## src/rtl/epcsr_pkg.sv

```systemverilog
package epcsr_pkg;

  localparam int CSR_W     = 16;
  localparam int NUM_FLAGS = 5;

  // flag index -> bit position in the word
  // index 0 tx_done, 1 rx bank0, 2 setup, 3 stall sent, 4 rx bank1
  localparam int FLAG_POS [NUM_FLAGS] = '{0, 1, 2, 3, 6};

  localparam int POS_TX_READY    = 4;
  localparam int POS_FORCE_STALL = 5;
  localparam int POS_DIR_IN      = 7;
  localparam int POS_TYPE_LO     = 8;
  localparam int TYPE_W          = 3;
  localparam int POS_ENABLE      = 15;

  typedef enum logic [TYPE_W-1:0] {
    EPT_CONTROL  = 3'd0,
    EPT_ISO_OUT  = 3'd1,
    EPT_BULK_OUT = 3'd2,
    EPT_INT_OUT  = 3'd3,
    EPT_UNUSED   = 3'd4,
    EPT_ISO_IN   = 3'd5,
    EPT_BULK_IN  = 3'd6,
    EPT_INT_IN   = 3'd7
  } ep_type_e;

  typedef struct packed {
    logic     enable;
    ep_type_e ep_type;
    logic     dir_in;
    logic     force_stall;
    logic     tx_ready;
  } ctl_t;

  // event wins over a landing clear; writing 1 keeps the flag
  function automatic logic flag_next(logic cur, logic hw_set, logic apply, logic wbit);
    return hw_set | (cur & ~(apply & ~wbit));
  endfunction

  function automatic ctl_t ctl_from_word(logic [CSR_W-1:0] w);
    ctl_t c;
    c.enable      = w[POS_ENABLE];
    c.ep_type     = ep_type_e'(w[POS_TYPE_LO +: TYPE_W]);
    c.dir_in      = w[POS_DIR_IN];
    c.force_stall = w[POS_FORCE_STALL];
    c.tx_ready    = w[POS_TX_READY];
    return c;
  endfunction

  function automatic logic [CSR_W-1:0] pack_word(ctl_t c, logic [NUM_FLAGS-1:0] f);
    logic [CSR_W-1:0] w;
    w = '0;
    w[POS_ENABLE]               = c.enable;
    w[POS_TYPE_LO +: TYPE_W]    = c.ep_type;
    w[POS_DIR_IN]               = c.dir_in;
    w[POS_FORCE_STALL]          = c.force_stall;
    w[POS_TX_READY]             = c.tx_ready;
    for (int i = 0; i < NUM_FLAGS; i++) w[FLAG_POS[i]] = f[i];
    return w;
  endfunction

endpackage

```

## src/rtl/ep_csr_sync_pipe.sv

```systemverilog
module ep_csr_sync_pipe #(
  parameter int STAGES = 2,
  parameter int W      = 16
) (
  input  logic         clk,
  input  logic         rst_n,
  input  logic         in_valid,
  input  logic [W-1:0] in_data,
  output logic         out_valid,
  output logic [W-1:0] out_data
);

  logic [STAGES-1:0] vld;
  logic [W-1:0]      dat [STAGES];

  for (genvar s = 0; s < STAGES; s++) begin : g_stage
    if (s == 0) begin : g_head
      always_ff @(posedge clk or negedge rst_n) begin
        if (!rst_n) begin
          vld[s] <= 1'b0;
          dat[s] <= '0;
        end else begin
          vld[s] <= in_valid;
          dat[s] <= in_data;
        end
      end
    end else begin : g_tail
      always_ff @(posedge clk or negedge rst_n) begin
        if (!rst_n) begin
          vld[s] <= 1'b0;
          dat[s] <= '0;
        end else begin
          vld[s] <= vld[s-1];
          dat[s] <= dat[s-1];
        end
      end
    end
  end

  assign out_valid = vld[STAGES-1];
  assign out_data  = dat[STAGES-1];

endmodule

```

## src/rtl/ep_csr_flag.sv

```systemverilog
module ep_csr_flag (
  input  logic clk,
  input  logic rst_n,
  input  logic hw_set,
  input  logic apply,
  input  logic wbit,
  output logic q
);

  always_ff @(posedge clk or negedge rst_n) begin
    if (!rst_n) q <= 1'b0;
    else        q <= epcsr_pkg::flag_next(q, hw_set, apply, wbit);
  end

endmodule

```

## src/rtl/ep_csr_reg.sv

```systemverilog
module ep_csr_reg #(
  parameter int SYNC_STAGES = 2
) (
  input  logic        clk,
  input  logic        rst_n,
  input  logic        fw_wr_en,
  input  logic [15:0] fw_wr_data,
  output logic [15:0] fw_rd_data,
  input  logic        irq_mask_en,
  input  logic        evt_setup,
  input  logic        evt_rx_bank0,
  input  logic        evt_rx_bank1,
  input  logic        evt_stall_sent,
  input  logic        evt_tx_done,
  output logic        ctl_enable,
  output logic        ctl_dir_in,
  output logic [2:0]  ctl_type,
  output logic        ctl_force_stall,
  output logic        ctl_tx_ready,
  output logic        ep_irq
);
  import epcsr_pkg::*;

  // write as it lands after the synchronizer
  logic             apply_strobe;
  logic [CSR_W-1:0] apply_word;
  logic [NUM_FLAGS-1:0] evt_vec;
  logic [NUM_FLAGS-1:0] flags;
  ctl_t             ctl_q;

  ep_csr_sync_pipe #(.STAGES(SYNC_STAGES), .W(CSR_W)) u_sync (
    .clk      (clk),
    .rst_n    (rst_n),
    .in_valid (fw_wr_en),
    .in_data  (fw_wr_data),
    .out_valid(apply_strobe),
    .out_data (apply_word)
  );

  assign evt_vec = {evt_rx_bank1, evt_stall_sent, evt_setup, evt_rx_bank0, evt_tx_done};

  for (genvar i = 0; i < NUM_FLAGS; i++) begin : g_flag
    ep_csr_flag u_flag (
      .clk   (clk),
      .rst_n (rst_n),
      .hw_set(evt_vec[i]),
      .apply (apply_strobe),
      .wbit  (apply_word[FLAG_POS[i]]),
      .q     (flags[i])
    );
  end

  always_ff @(posedge clk or negedge rst_n) begin
    if (!rst_n)            ctl_q <= '0;
    else if (apply_strobe) ctl_q <= ctl_from_word(apply_word);
  end

  assign fw_rd_data      = pack_word(ctl_q, flags);
  assign ctl_enable      = ctl_q.enable;
  assign ctl_dir_in      = ctl_q.dir_in;
  assign ctl_type        = ctl_q.ep_type;
  assign ctl_force_stall = ctl_q.force_stall;
  assign ctl_tx_ready    = ctl_q.tx_ready;
  assign ep_irq          = irq_mask_en & (|flags);

endmodule

```

## config.mk

```make
export PLATFORM = sky130hd
export DESIGN_NAME = ep_csr_reg
export DESIGN_NICKNAME = d
export VERILOG_FILES = /design/src/rtl/epcsr_pkg.sv /design/src/rtl/ep_csr_sync_pipe.sv /design/src/rtl/ep_csr_flag.sv /design/src/rtl/ep_csr_reg.sv
export SDC_FILE = /design/constraint.sdc
export NUM_CORES = 1
export LEC_CHECK = 0
export BUFFER_PORTS_ARGS = -buffer_cell sky130_fd_sc_hd__buf_2
export CAP_MARGIN = 40
export CORE_MARGIN = 4
export CORE_UTILIZATION = 44
export DETAILED_ROUTE_END_ITERATION = 8
export PLACE_DENSITY = 0.73
export SLEW_MARGIN = 0
export SYNTH_ARGS = -nofsm -noshare
export SYNTH_HDL_FRONTEND = slang
export SYNTH_SLANG_ARGS = --single-unit
```

## constraint.sdc

```tcl
create_clock -name clk -period 3.2 [get_ports clk]
set_clock_uncertainty 0.2 [all_clocks]
set_input_delay 0.64 -clock clk [delete_from_list [all_inputs] [get_ports clk]]
set_output_delay 0.64 -clock clk [all_outputs]
set_load 0.005 [all_outputs]
```

# Yosys cells after proc, flatten, opt, wreduce, memory -nomap -nowiden
# Cells that the tools add are included.
# classes
n_reduce_logical,1
bitwise,26
# ops
operator,n
bitwise AND 1 bit,11
NOT 1 bit,10
OR 1 bit,5
OR reduction 5 bit,1
# totals
in_bits,25
out_inout_bits,24
reg_bits,46

# Logic depth before layout (Yosys ltp)
# logic_depth
depth_word,5
depth_mapped,3

# Hierarchy
# Synthesis repeated with hierarchy kept, for this count alone.
# hier_totals
hier_cells,94
area_unflattened_um2,1525.2
# modules_own_cells
module,n_inst,cells_each,area_each_um2
ep_csr_sync_pipe,1,50,970.9
ep_csr_reg,1,29,360.3
ep_csr_flag,5,3,38.8

# Worst setup path after synthesis
# Ideal clock, no wire load.
# synth_path
path_kind,register to output
from,register g_flag[2].u_flag.q
to,output ep_irq
required_ps,2360
path_stages_with_launch,3
n_path_buf,0
arrival_ps,1048
slack_ps,1312
cell_sequence,dfrtp_1 -> or4_1 -> o21a_1
# synth_between
elab_chain_cells,2
# synth_rtl
element,line,rtl
from (decl),ep_csr_flag.sv:7,output logic q
from (signal assigned),ep_csr_flag.sv:12,"else q <= epcsr_pkg::flag_next(q, hw_set, apply, wbit);"
OR reduction 5 bit,ep_csr_reg.sv:64,assign ep_irq = irq_mask_en & (|flags);
bitwise AND 1 bit,ep_csr_reg.sv:64,
to (decl),ep_csr_reg.sv:20,output logic ep_irq
# No other way between the ends.

# Final worst setup path
# Same ends and word-level chain as after synthesis.

==> impl_metrics.env <==
export IMPL_synth_flop_cell="dfrtp_1"
export IMPL_worstPathRequired_ns=2.36
export IMPL_wl_per_cell_um=12.6
export IMPL_post_route_period_util=0.744
export IMPL_synth_seq_cells=38
export IMPL_gp_congestion=0.605
export IMPL_grt_ovfl_total=0
export IMPL_ys_top_cells_by_count="dfrtp_1 (38), buf_4 (16), mux2_2 (7)"
export IMPL_power_density_nw_per_um2=569
export IMPL_ctsHoldBuffers=0
export IMPL_syn_inst=75
export IMPL_max_stage_delay_ns=0.51
export IMPL_path_cells="or4_1 > o21a_1 > buf_2"
export IMPL_synth_most_common_cell="dfrtp_1"
export IMPL_place_ws_ns=1.18
export IMPL_die_height_um=61.2
export IMPL_p_int_mw=0.627
export IMPL_syn_area_um2=1240
export IMPL_cpLargestDelayFamily="simple AND/OR/NAND/NOR gates"
export IMPL_synth_top_area_cell="dfrtp_1"
export IMPL_grt_setup_unrepaired="no"
export IMPL_worst_pin_slew_ns=0.797
export IMPL_clockBufferDepth=2
export IMPL_power_switching_mw=0.177
export IMPL_fin_crit_ns=2.38
export IMPL_cp_start_kind="flop"
export IMPL_fin_tns_setup_ns=0
export IMPL_grt_antenna_before_repair=0
export IMPL_drc=0
export IMPL_synth_edff_count=0
export IMPL_hold_path_startpoint="u_sync.dat[18]$_DFF_PN0_"
export IMPL_hp_class="flop to flop"
export IMPL_die_w_um=61.2
export IMPL_slew_violations=0
export IMPL_post_cts_setup_buffer_count=0
export IMPL_antenna_cells=0
export IMPL_first_global_vias=623
export IMPL_final_fill_count=230
export IMPL_numClockSinks=38
export IMPL_path_clk_slew_ns=0.10
export IMPL_ios=49
export IMPL_cts_root_buf="clkbuf_4"
export IMPL_hpwl_mm=1.24
export IMPL_switching_share=0.220
export IMPL_slew_headroom=0.468
export IMPL_grt_max_degree=39
export IMPL_synth_top_area_share=0.765
export IMPL_dieArea_um2=3740
export IMPL_grtUsageTotal=0.112
export IMPL_core_um2=2730
export IMPL_synth_cell_type_count=10
export IMPL_clkLatencyLatePin_ns=0.33
export IMPL_via_per_inst=4.41
export IMPL_timing_rr_start="u_sync.out_valid$_DFF_PN0_"
export IMPL_hold_violations=0
export IMPL_drtIter0Drc=6
export IMPL_syn2layout_area_growth_pct=13.7
export IMPL_cts_buffers_inserted=5
export IMPL_irDropWorstVdd_uv=383
export IMPL_drt_pass1_iter_count=2
export IMPL_port_buffers=40
export IMPL_start_util=0.455
export IMPL_worstPathMaxFanout=3
export IMPL_final_setup_viol_count=0
export IMPL_cts_tree="built"
export IMPL_p_leak_nw=0.687
export IMPL_setup_worst_path_start="g_flag[2].u_flag.q$_DFF_PN0_"
export IMPL_synthTopCellsByArea="dfrtp_1 (76%), buf_4 (9.7%), mux2_2 (6.3%)"
export IMPL_ys_warn_count=0
export IMPL_critical_path_buf_inv_count=1
export IMPL_grt_pass1_wl_mm=2.80
export IMPL_drv_cap=0
export IMPL_cpMaxStageDelayCell="or4_1"
export IMPL_end_kind="output port"
export IMPL_setup_ws_ns=0.820
export IMPL_crit_arrival_ns=1.54
export IMPL_p_seq_frac=0.652
export IMPL_dr_total_vias=613
export IMPL_rows=19
export IMPL_worstSetupPathType="flop to output port"
export IMPL_drive_gt1_frac=0.491
export IMPL_htreeDepth=2
export IMPL_status="complete, no violations"
export IMPL_routed_wl_mm=1.75
export IMPL_p_comb_frac=0.078
export IMPL_clkPwrFrac=0.271
export IMPL_fmax_mhz=420
export IMPL_ant_nets=0
export IMPL_cts_resized=0
export IMPL_nNetsFinal=133
export IMPL_async_flop_share=1.00
export IMPL_postSynthAreaPerCell_um2=16.6
export IMPL_yosysSeqAreaShare=0.765
## cells in the final DEF, fill, tap and decap left out
| master | instances |
|---|---|
| nand2b_1 | 5 |
| buf_2 | 40 |
| clkbuf_1 | 2 |
| dfrtp_1 | 38 |
| conb_1 | 4 |
| mux2_2 | 7 |
| or4_1 | 1 |
| a21o_1 | 4 |
| o21a_1 | 1 |
| clkbuf_4 | 5 |
| a21o_2 | 1 |
## per-layer routing
layer,vias up,track usage,part of all wire,wire (µm)
met5,-,0,0,0
met4,0,0.0743,0.030,52
met1,294,0.115,0.40,693
met2,28,0.175,0.48,838
li1,286,-,-,-
met3,5,0.0608,0.095,166
## power by group through the flow
stage / clock (mW) / combinational [mW] / sequential, mW
after floorplan: 0 / 0.0419 / 0.530
after global placement: 0 / 0.0631 / 0.532
after detailed placement: 0 / 0.0645 / 0.535
after CTS: 0.230 / 0.0645 / 0.525
after global routing: 0.253 / 0.0718 / 0.529
final: 0.218 / 0.0624 / 0.524
## flip-flops by register name, indices dropped and copies added (netlist names)
register,count
g_flag.u_flag.q,5
ctl_type,3
u_sync.dat,12
u_sync.out_valid,1
u_sync.out_data,12
u_sync.vld,1
ctl_force_stall,1
ctl_tx_ready,1
ctl_dir_in,1
ctl_enable,1
## final timing paths
check	endpoint	slack [ns]	cells after the start
worst max-delay path	ep_irq	0.82	3
worst min register to register	u_sync.out_data[2]$_DFF_PN0_	0.15	0
min in group asynchronous	u_sync.out_data[2]$_DFF_PN0_	0.18	1
max in group asynchronous	ctl_type[0]$_DFFE_PN0P_	2.11	1
worst min-delay path	u_sync.out_data[2]$_DFF_PN0_	0.15	0
worst max register to register	ctl_tx_ready$_DFFE_PN0P_	1.85	1
## metrics by stage
step | hold WS [ns] | cell area [µm²] | power (mW) | cells | util
3_3_place_gp | 0.132 | 1370 | 0.595 | 132 | 0.501
4_1_cts | 0.148 | 1410 | 0.820 | 139 | 0.517
3_5_place_dp | 0.135 | 1370 | 0.599 | 132 | 0.501
2_1_floorplan | 0.131 | 1250 | 0.572 | 78 | -
6_report | 0.149 | 1410 | 0.804 | 139 | 0.517
5_1_grt | 0.167 | 1410 | 0.853 | 139 | 0.517
## area by class of cell
| type | count | area (µm²) | share of cell area |
|---|---|---|---|
| clock buffers | 7 | 45.0 | 0.0319 |
| multi-input cells | 23 | 179 | 0.127 |
| well taps | 31 | 38.8 | 0.0274 |
| flip-flops and latches | 38 | 951 | 0.673 |
| repair buffers | 40 | 200 | 0.142 |
## cells by family (layout without fill, tap and decap cells)
| logic type | count (synthesis) | after routing | share of synthesized area |
|---|---|---|---|
| and+or+nand+nor | 6 | 6 | 0.0312 |
| DFF | 38 | 38 | 0.765 |
| buffers and inverters | 17 | 47 | 0.101 |
| AOI/OAI and AO/OA | 6 | 6 | 0.0372 |
| other | 1 | 4 | 0.00302 |
| muxes | 7 | 7 | 0.0634 |
Power figures use the tool's default switching activity.
